[config.mk]
export PLATFORM = sky130hd
export DESIGN_NAME = tsg_sync_gen
export DESIGN_NICKNAME = d
export VERILOG_FILES = /design/src/rtl/tsg_pkg.sv /design/src/rtl/tsg_ext_edge.sv /design/src/rtl/tsg_cnt_match.sv /design/src/rtl/tsg_merge.sv /design/src/rtl/tsg_sync_gen.sv
export SDC_FILE = /design/constraint.sdc
export NUM_CORES = 1
export LEC_CHECK = 0
export CORE_ASPECT_RATIO = 0.6
export CORE_MARGIN = 2
export CORE_UTILIZATION = 57
export CTS_CLUSTER_SIZE = 10
export DETAILED_ROUTE_END_ITERATION = 6
export PLACE_DENSITY = 0.87
export RECOVER_POWER = 100
export SKIP_LAST_GASP = 1
export SYNTH_ARGS = -nofsm -noshare
export SYNTH_HDL_FRONTEND = slang
export SYNTH_HIERARCHICAL = 1
export SYNTH_SLANG_ARGS = --single-unit
[constraint.sdc]
create_clock -name clk -period 5.3 [get_ports clk]
set_input_delay 1.59 -clock clk [delete_from_list [all_inputs] [get_ports clk]]
set_output_delay 1.59 -clock clk [all_outputs]
set_load 0.05 [all_outputs]
[src/rtl/tsg_pkg.sv]
package tsg_pkg;

    localparam int unsigned WORD_W = 32;

    typedef struct packed {
        logic ext;
        logic cnt;
        logic sw;
    } src_vec_t;

    function automatic logic any_enabled(src_vec_t req, src_vec_t en);
        src_vec_t g;
        g = req & en;
        return |g;
    endfunction

endpackage

[src/rtl/tsg_ext_edge.sv]
module tsg_ext_edge #(
    parameter int unsigned STAGES = 2
) (
    input  logic clk,
    input  logic rst,
    input  logic pin,
    output logic rise
);
    localparam int unsigned DEPTH = STAGES + 1;

    logic [DEPTH-1:0] shreg;

    generate
        for (genvar i = 0; i < DEPTH; i++) begin : g_stage
            if (i == 0) begin : g_first
                always_ff @(posedge clk) begin
                    if (rst) shreg[i] <= 1'b0;
                    else     shreg[i] <= pin;
                end
            end else begin : g_next
                always_ff @(posedge clk) begin
                    if (rst) shreg[i] <= 1'b0;
                    else     shreg[i] <= shreg[i-1];
                end
            end
        end
    endgenerate

    assign rise = shreg[STAGES-1] & ~shreg[STAGES];
endmodule

[src/rtl/tsg_cnt_match.sv]
module tsg_cnt_match #(
    parameter int unsigned CNT_W = 64
) (
    input  logic                       clk,
    input  logic                       rst,
    input  logic                       enable,
    input  logic [2*tsg_pkg::WORD_W-1:0] match_val,
    output logic                       hit
);
    logic [CNT_W-1:0] cnt_q;
    logic [CNT_W-1:0] target;

    assign target = match_val[CNT_W-1:0];
    assign hit    = enable && (cnt_q == target);

    always_ff @(posedge clk) begin
        if (rst || !enable) cnt_q <= '0;
        else if (hit)       cnt_q <= '0;
        else                cnt_q <= cnt_q + 1'b1;
    end
endmodule

[src/rtl/tsg_merge.sv]
module tsg_merge (
    input  logic              clk,
    input  logic              rst,
    input  tsg_pkg::src_vec_t req,
    input  tsg_pkg::src_vec_t en,
    output logic              pulse
);
    logic any_req;

    assign any_req = tsg_pkg::any_enabled(req, en);

    always_ff @(posedge clk) begin
        if (rst) pulse <= 1'b0;
        else     pulse <= any_req & ~pulse;
    end
endmodule

[src/rtl/tsg_sync_gen.sv]
module tsg_sync_gen #(
    parameter int unsigned CNT_W       = 64,
    parameter int unsigned SYNC_STAGES = 2
) (
    input  logic        clk,
    input  logic        rst,
    input  logic        ext_sync_in,
    input  logic        en_ext,
    input  logic        en_int,
    input  logic        en_sw,
    input  logic        sw_trig,
    input  logic [31:0] match_lo,
    input  logic [31:0] match_hi,
    output logic        sync_pulse
);
    import tsg_pkg::*;

    src_vec_t req;
    src_vec_t en;
    logic     ext_rise;
    logic     cnt_hit;

    tsg_ext_edge #(.STAGES(SYNC_STAGES)) u_edge (
        .clk  (clk),
        .rst  (rst),
        .pin  (ext_sync_in),
        .rise (ext_rise)
    );

    tsg_cnt_match #(.CNT_W(CNT_W)) u_cnt (
        .clk       (clk),
        .rst       (rst),
        .enable    (en_int),
        .match_val ({match_hi, match_lo}),
        .hit       (cnt_hit)
    );

    always_comb begin
        req.ext = ext_rise;
        req.cnt = cnt_hit;
        req.sw  = sw_trig;
        en.ext  = en_ext;
        en.cnt  = en_int;
        en.sw   = en_sw;
    end

    tsg_merge u_merge (
        .clk   (clk),
        .rst   (rst),
        .req   (req),
        .en    (en),
        .pulse (sync_pulse)
    );
endmodule

==> results of run 1 <==
## cell type report
| cell class | instances | area, um2 |
|---|---|---|
| tap | 87 | 109 |
| fill | 514 | 1730 |
| sequential | 68 | 1360 |
| multi-input combinational | 367 | 2350 |
| clock inverter | 3 | 15.0 |
| inverter | 21 | 78.8 |
| clock buffer | 11 | 243 |
| timing repair buffer | 72 | 731 |
## cells by family after synthesis
family	Yosys count	share of synthesized area [%]
AO/OA/AOI/OAI	20	4.10
XOR/XNOR	105	23.7
buffers and inverters	39	4.07
adder cells (fa/ha/maj)	1	0.323
flip-flops	68	35.1
AND/OR/NAND/NOR	241	32.7
## critical path, stage by stage
cell,delay [ns]
dlygate4sd3_1,0.56
nor2b_1,0.14
a2111o_1,0.38
a2111oi_0,0.29
nand4_1,0.18
o21ai_1,1.02
buf_12,0.33
nor2_1,0.10
## placed cells by master, fill, tap and decap left out, drive strengths merged
cell type and n:
xnor2 89, nor2 78, clkdlybuf4s50 68, dfxtp 68, nand4 33, nand2 29
nor4 28, nand3 26, inv 21, nor3 18, xor2 16, nor2b 11
clkbuf 11, and3 6, nand2b 5, o22ai 4, clkinv 3, dlygate4sd3 3
a22oi 3, and4 3, o221ai 2, a2111o 2, a21oi 2, o2111ai 1
o2bb2ai 1, and4b 1, a2111oi 1, a22o 1, and2b 1, o21ai 1
or3 1, a21o 1, or4 1, ha 1, buf 1, a222oi 1
## routing by layer
| layer | up-vias | wire length [um] | GRT usage [%] |
|---|---|---|---|
| li1 | 1757 | - | - |
| met1 | 1750 | 4770 | 40.2 |
| met2 | 214 | 5290 | 54.1 |
| met3 | 28 | 1230 | 8.95 |
| met4 | 2 | 190 | 12.5 |
| met5 | - | 49 | 6.00 |
## synth_stat cells (4+ instances only)
cell type	count	area, um2
xnor2_1	89	780
nor2_1	77	289
dfxtp_1	68	1360
nand4_1	30	188
nand2_1	29	109
nor4_1	26	163
nand3_1	25	125
inv_1	21	78.8
nor3_1	18	90.1
xor2_1	16	140
nor2b_1	10	62.6
buf_2	8	40.0
clkbuf_1	8	30.0
and3_1	6	37.5
nand2b_1	5	31.3
o22ai_1	4	25.0
## registers in the layout (all words and copies together) (netlist names)
name           cells
u_merge/pulse      1
u_edge/shreg       3
u_cnt/cnt_q       64
## power by group
part	internal [mW]	switching, mW	leakage, nW
logic	0.0650	0.0400	0.783
clock network	0.321	0.210	0.131
registers	0.514	0.00155	0.548
total	0.900	0.251	1.46
## worst max path at each step
stage                 start               to  cells past startpoint
2_1_floorplan  match_hi[31]  u_cnt/cnt_q[43]                      7
3_3_place_gp   match_hi[31]  u_cnt/cnt_q[31]                      8
3_5_place_dp   match_hi[31]   u_cnt/cnt_q[8]                      8
4_1_cts        match_hi[31]  u_cnt/cnt_q[29]                      8
5_1_grt        match_hi[31]  u_cnt/cnt_q[29]                      8
6_report       match_hi[31]  u_cnt/cnt_q[29]                      8
## through the flow
step           setup WS [ns]  hold slack (ns)  cell area (um2)
5_1_grt                0.693            0.455             4890
4_1_cts                 1.57            0.443             4900
3_3_place_gp            1.32            0.407             4640
3_5_place_dp            1.25            0.436             4640
2_1_floorplan           2.13            0.414             3880
6_report               0.896            0.427             4890
==> results.json, run 1 <==
{
  "tightest_slew_ns": 1.29,
  "start_util_pct": 58.6,
  "clock-root-buffer": "clkbuf_16",
  "firstDrtPassIters": 6,
  "fmax_ghz": 0.227,
  "final_util_pct": 73.9,
  "period_share_pct": 83.1,
  "clkSinkCount": 68,
  "synth_cell_types": 42,
  "post-cts-setup-buffer-count": 0,
  "via_count": 3751,
  "r2r_end": "u_cnt/cnt_q[29]",
  "r2r_cells": 7,
  "wl_um": 11500,
  "hold_violations": 0,
  "critical_path_class": "input port to flip-flop",
  "avgSynthCellArea_um2": 8.18,
  "fp.dieH_um": 67.9,
  "rows": 23,
  "synthFlopType": "dfxtp_1",
  "arrival_ns": 4.62,
  "nets": 611,
  "synth_edf_count": 0,
  "numPortBuffers": 71,
  "path_clk_slew_ns": 0.05,
  "area_growth_syn_to_layout_pct": 26.1,
  "async_flop_share_pct": 0,
  "ctsResizeCount": 0,
  "drc": 0,
  "clk_latency_ns": 0.34,
  "holdBufCountCts": 0,
  "grt_use_total_pct": 32.3,
  "die_area_um2": 7500,
  "clk_path_buf_depth": 2,
  "worstSetupStartpointType": "input port",
  "final_cells": 629,
  "period_minus_slack_ns": 4.40,
  "grt_pass1_wl_um": 18400,
  "core_area_um2": 6620,
  "cp_max_fo": 50,
  "reg2reg_slack_ns": 2.35,
  "dp_hpwl_um": 8810,
  "peakVddDrop_mv": 0.242,
  "antennaDiodeCount": 0,
  "grt_overflow": 0,
  "grt_setup_unrepaired": "false",
  "hold_path_end": "u_merge/pulse",
  "p_per_area_nw_per_um2": 235,
  "worstHoldStart": "u_merge/pulse",
  "yosysSeqAreaShare_pct": 35.1,
  "leakage_nw": 1.46,
  "yosysWarnings": 6,
  "slew_headroom_pct": 13.4,
  "place_congestion": 0.960,
  "finalSetupTns_ns": 0,
  "worstHoldPathCells": 1,
  "synth_cells": 474,
  "setup_viol": 0,
  "cts_max_level": 3,
  "drive_above_1_share_pct": 3.87,
  "drtIter0Drc": 406,
  "cts_tree": "built",
  "grt_max_degree": 51,
  "fin_skew_ns": 0.00718,
  "min_path_type": "flip-flop to flip-flop",
  "critPathCaptureType": "flip-flop",
  "antenna_found_initial": 0,
  "synth_fp_nets": 546,
  "ys_ff_latch": 68,
  "cap_violations": 0,
  "via_per_inst": 5.96,
  "grt_pass1_vias": 3729,
  "cp_data_required_time_ns": 5.51,
  "die_w_um": 110,
  "netlist_area_um2": 3880,
  "slew_violations": 0,
  "drt.antenna.violating_nets": 0,
  "io_pins": 72,
  "place_inst": 615,
  "cts_made_buffers": 9,
  "rr_startpoint": "u_cnt/cnt_q[0]",
  "status": "finished, final reports clean",
  "post_drt_wl_per_cell_um": 18.3,
  "power.total_mw": 1.15
}
Note: power is estimated with default switching activity, not from simulation.
==> run 2: changes to the inputs <==
- CORE_UTILIZATION: 57 -> 48
- PLACE_DENSITY: 0.87 -> 0.78
- clock period: 5.3 -> 3.7 ns (I/O delays scaled with it)
==> run 2 against run 1 <==
Net effect:
- final cell count rose by 3.8%
- worst hold slack got worse by 0.0095 ns
- sequential power rose by 43%
- final area rose by 1.6%
- global-route usage fell by 5.9 points
- largest power group unchanged
- highest routed layer is now met4
==> results.json, run 2 (same netlist as run 1, synthesis figures left out) <==
{
  "wl_um": 11200,
  "nets": 613,
  "post_drt_wl_per_cell_um": 17.1,
  "slew_headroom_pct": 37.9,
  "holdBufCountCts": 0,
  "final_util_pct": 63.3,
  "via_per_inst": 5.67,
  "cpLargestDelayFamily": "simple AND/OR/NAND/NOR gates",
  "period_share_pct": 87.7,
  "arrival_ns": 3.47,
  "cts_max_level": 3,
  "clock-root-buffer": "clkbuf_16",
  "slew_violations": 0,
  "layout_common_cells": "89 x xnor2_1, 78 x nor2_1, 68 x clkdlybuf4s50_1, 68 x dfxtp_1, 30 x nand4_1",
  "cts_tree": "built",
  "post-cts-setup-buffer-count": 0,
  "hold_violations": 0,
  "core_area_um2": 7850,
  "die_w_um": 120,
  "hold_path_end": "u_merge/pulse",
  "rr_startpoint": "u_cnt/cnt_q[0]",
  "drive_above_1_share_pct": 4.40,
  "slowest_delay_ns": 0.56,
  "via_count": 3700,
  "cts_made_buffers": 9,
  "reg2reg_slack_ns": 1.17,
  "min_path_type": "flip-flop to flip-flop",
  "routed-wl-met2_um": 4580,
  "drt.antenna.violating_nets": 0,
  "top_regs": "u_cnt/cnt_q x64, u_edge/shreg x3, u_merge/pulse x1",
  "cp_num_buf_inv": 2,
  "critPathCaptureType": "flip-flop",
  "grt_overflow": 0,
  "cpMaxStageDelayCell": "dlygate4sd3_1",
  "largest_reg_flops": 64,
  "area_growth_syn_to_layout_pct": 28.1,
  "met1_length_um": 4990,
  "antennaDiodeCount": 0,
  "place_inst": 638,
  "n_fill_cell": 662,
  "drc": 0,
  "grt_pass1_wl_um": 17300,
  "cp_data_required_time_ns": 3.93,
  "grt_use_total_pct": 26.4,
  "leakage_nw": 1.48,
  "die_area_um2": 8830,
  "numPortBuffers": 71,
  "status": "finished, final reports clean",
  "cap_violations": 0,
  "final_cells": 653,
  "drtIter0Drc": 384,
  "fmax_ghz": 0.308,
  "highest_layer": "met4",
  "antenna_found_initial": 0,
  "fin_skew_ns": 0.00516,
  "cp_common_cell": "nand4_1",
  "path_clk_slew_ns": 0.05,
  "firstDrtPassIters": 5,
  "rows": 25,
  "r2r_end": "u_cnt/cnt_q[46]",
  "worstHoldPathCells": 1,
  "io_pins": 72,
  "worstSetupStartpoint": "match_lo[20]",
  "critical_path.cell_chain": "dlygate4sd3_1, xnor2_1, nand4_1, nor4_1, nand4_1, o21ai_4, buf_12, nor2_1",
  "start_util_pct": 49.4,
  "dp_hpwl_um": 8630,
  "tightest_slew_ns": 0.923,
  "fp.dieH_um": 73.6,
  "grt_setup_unrepaired": "false",
  "wl_met3_um": 1480,
  "finalSetupTns_ns": 0,
  "hold_slack_ns": 0.417,
  "worstSetupStartpointType": "input port",
  "layout_commonest_cell": "xnor2_1",
  "peakVddDrop_mv": 0.254,
  "setup_viol": 0,
  "cp_max_fo": 28,
  "period_minus_slack_ns": 3.25,
  "grt_max_degree": 29,
  "place_congestion": 0.922,
  "worstHoldStart": "u_merge/pulse",
  "clk_latency_ns": 0.34,
  "clk_path_buf_depth": 2,
  "r2r_cells": 7,
  "ctsResizeCount": 0,
  "critical_path_class": "input port to flip-flop",
  "grt_pass1_vias": 3306,
  "p_per_area_nw_per_um2": 339,
  "top_register": "u_cnt/cnt_q",
  "clkSinkCount": 68
}
==> run 2: cell types whose count changed in the layout (fill, tap and decap cells not counted) <==
cell | before | now
buf_12 | 1 | 2
o21ai_1 | 1 | 0
clkbuf_8 | 1 | 2
clkbuf_1 | 1 | 2
o21ai_4 | 0 | 1
buf_4 | 0 | 1
clkinv_2 | 3 | 2
==> run 2: report_power, final <==
part	internal (mW)	total, mW	switching [mW]
Sequential	0.736	0.738	0.00208
Combinational	0.0962	0.156	0.0594
Clock	0.484	0.792	0.308
==> run 2: cell type report <==
cell class / count / area, um2 / share of cell area [%]
inverter: 21 / 78.8 / 1.59
timing repair buffer: 74 / 758 / 15.3
sequential: 68 / 1360 / 27.4
clock buffer: 13 / 260 / 5.24
multi-input combinational: 367 / 2360 / 47.6
tap: 108 / 135 / 2.72
clock inverter: 2 / 10.0 / 0.202
==> run 2: through the flow <==
step / power [mW] / area (um2) / worst slack [ns]
after floorplan: 0.802 / 3880 / 1.01
after CTS: 1.70 / 4970 / 0.654
after global placement: 0.907 / 4700 / 0.323
after detailed placement: 0.908 / 4700 / 0.307
after global routing: 1.74 / 4970 / 0.365
final: 1.69 / 4970 / 0.453
==> run 2: worst max-delay path by stage <==
stage,to,slack (ns),cells past startpoint
after CTS,u_cnt/cnt_q[23],0.65,8
final,u_cnt/cnt_q[53],0.45,8
after global placement,u_cnt/cnt_q[42],0.32,8
after detailed placement,u_cnt/cnt_q[23],0.31,8
after floorplan,u_cnt/cnt_q[43],1.01,7
after global routing,u_cnt/cnt_q[39],0.36,8
==> run 2: metal layers <==
| layer | global-route usage (%) | vias up |
|---|---|---|
| li1 | - | 1771 |
| met1 | 38.3 | 1727 |
| met2 | 37.7 | 186 |
| met3 | 7.92 | 16 |
| met4 | 7.45 | 0 |
| met5 | 0 | - |
==> run 3: changes to the inputs <==
- PLACE_DENSITY: 0.78 -> 0.77
==> run 3 against run 2 <==
Net effect:
- clock skew down 0.0016 ns
- via count fell by 2.0%
- clock power grew 6.3%
- routed wire length is 2.8% higher
- global-route usage increased by 0.54 points
- sequential share of layout area shrank 0.14 points
- non-clock buffer count rose by 1
- register-to-register slack hardly changed
- core utilization is 0.32 points higher
==> results.json, run 3 (same netlist as run 1, synthesis figures left out) <==
{
  "status": "finished, final reports clean",
  "ctsResizeCount": 0,
  "period_share_pct": 89.5,
  "start_util_pct": 49.4,
  "drive_above_1_share_pct": 4.94,
  "clkSinkCount": 68,
  "drtIter0Drc": 353,
  "critPathCaptureType": "flip-flop",
  "grt_pass1_wl_um": 17800,
  "clk_path_buf_depth": 2,
  "area.sequential_um2": 1360,
  "largest_reg_flops": 64,
  "fp.dieH_um": 73.6,
  "wl_um": 11500,
  "drc": 0,
  "core_area_um2": 7850,
  "via_count": 3625,
  "antenna_found_initial": 0,
  "die_w_um": 120,
  "cts_made_buffers": 9,
  "final_cells": 655,
  "post_drt_wl_per_cell_um": 17.5,
  "worstSetupStartpointType": "input port",
  "dp_hpwl_um": 8840,
  "cap_violations": 0,
  "endpoint": "u_cnt/cnt_q[56]",
  "nets": 614,
  "power.total_mw": 1.74,
  "finalSetupTns_ns": 0,
  "cp_data_required_time_ns": 3.91,
  "path_clk_slew_ns": 0.06,
  "clk_latency_ns": 0.33,
  "top_register": "u_cnt/cnt_q",
  "setup_viol": 0,
  "slew_headroom_pct": 34.4,
  "numPortBuffers": 71,
  "r2r_cells": 7,
  "die_area_um2": 8830,
  "min_path_type": "flip-flop to flip-flop",
  "clock-root-buffer": "clkbuf_16",
  "cp_max_fo": 8,
  "fmax_ghz": 0.302,
  "p_per_area_nw_per_um2": 348,
  "via_per_inst": 5.53,
  "io_pins": 72,
  "firstDrtPassIters": 5,
  "final_util_pct": 63.6,
  "grt_setup_unrepaired": "false",
  "n_fill_cell": 698,
  "fin_skew_ns": 0.00351,
  "place_congestion": 0.911,
  "cts_max_level": 3,
  "grt_overflow": 0,
  "rows": 25,
  "holdBufCountCts": 0,
  "area_growth_syn_to_layout_pct": 28.8,
  "rr_startpoint": "u_cnt/cnt_q[0]",
  "grt_max_degree": 33,
  "reg2reg_slack_ns": 1.16,
  "grt_pass1_vias": 3466,
  "antennaDiodeCount": 0,
  "layout_common_cells": "89 x xnor2_1, 77 x nor2_1, 69 x clkdlybuf4s50_1, 68 x dfxtp_1, 30 x nand4_1",
  "tightest_slew_ns": 0.975,
  "period_minus_slack_ns": 3.31,
  "grt_use_total_pct": 26.9,
  "hold_violations": 0,
  "top_regs": "u_cnt/cnt_q x64, u_edge/shreg x3, u_merge/pulse x1",
  "r2r_end": "u_cnt/cnt_q[46]",
  "post-cts-setup-buffer-count": 0,
  "place_inst": 639,
  "drt.antenna.violating_nets": 0,
  "layout_commonest_cell": "xnor2_1",
  "arrival_ns": 3.52,
  "critical_path_class": "input port to flip-flop",
  "worstSetupStartpoint": "match_lo[20]",
  "cts_tree": "built",
  "multi_input_area_um2": 2360,
  "peakVddDrop_mv": 0.252,
  "leakage_nw": 1.48,
  "slew_violations": 0
}
==> run 3: changes by cell type in the layout (fill, tap and decap cells not counted), sizes merged <==
cell           delta
clkdlybuf4s50     +1
bufinv            +1
dlygate4sd3       -1
clkinv            +1
buf               -1
clkbuf            -2
clkinvlp          +3
==> run 3: area by class of cell <==
| class | count | area share (%) |
|---|---|---|
| repair buffers | 75 | 15.2 |
| flip-flops and latches | 68 | 27.3 |
| multi-input cells | 367 | 47.4 |
| clock buffers | 9 | 4.51 |
| clock inverters | 7 | 1.35 |
| inverters | 21 | 1.58 |
| well taps | 108 | 2.71 |
==> run 3: worst min path at each step <==
stage                     from              end  slack, ns  cells past startpoint
3_5_place_dp     u_merge/pulse    u_merge/pulse       0.42                      1
3_3_place_gp     u_merge/pulse    u_merge/pulse       0.41                      1
6_report         u_merge/pulse    u_merge/pulse       0.42                      1
2_1_floorplan  u_edge/shreg[0]  u_edge/shreg[1]       0.41                      1
4_1_cts          u_merge/pulse    u_merge/pulse       0.43                      1
5_1_grt          u_merge/pulse    u_merge/pulse       0.44                      1
==> run 3: critical path: stages <==
cell	delay [ns]
clkdlybuf4s50_1	0.43
xnor2_1	0.36
nand4_1	0.19
nor4_1	0.29
clkbuf_1	0.20
nand4_1	0.21
o21ai_4	0.28
clkbuf_1	0.35
nor2_1	0.09
==> run 3: power breakdown <==
part           switching, mW  total [mW]  internal (mW)
logic                 0.0599       0.156         0.0960
registers            0.00194       0.737          0.735
clock network          0.325       0.842          0.517
==> run 3: through the flow <==
| stage | cell area [um2] | setup slack, ns | hold WS [ns] |
|---|---|---|---|
| 4_1_cts | 5000 | 0.659 | 0.428 |
| 2_1_floorplan | 3880 | 1.01 | 0.414 |
| 6_report | 4990 | 0.388 | 0.418 |
| 3_5_place_dp | 4710 | 0.322 | 0.420 |
| 5_1_grt | 4990 | 0.269 | 0.442 |
| 3_3_place_gp | 4710 | 0.352 | 0.409 |
==> run 3: routing by layer <==
layer / up-vias / wire length (um) / global-route usage, %
met1: 1674 / 5200 / 35.4
li1: 1767 / - / -
met4: 0 / 81 / 6.41
met2: 174 / 4780 / 39.8
met5: - / 0 / 0
met3: 10 / 1430 / 13.0
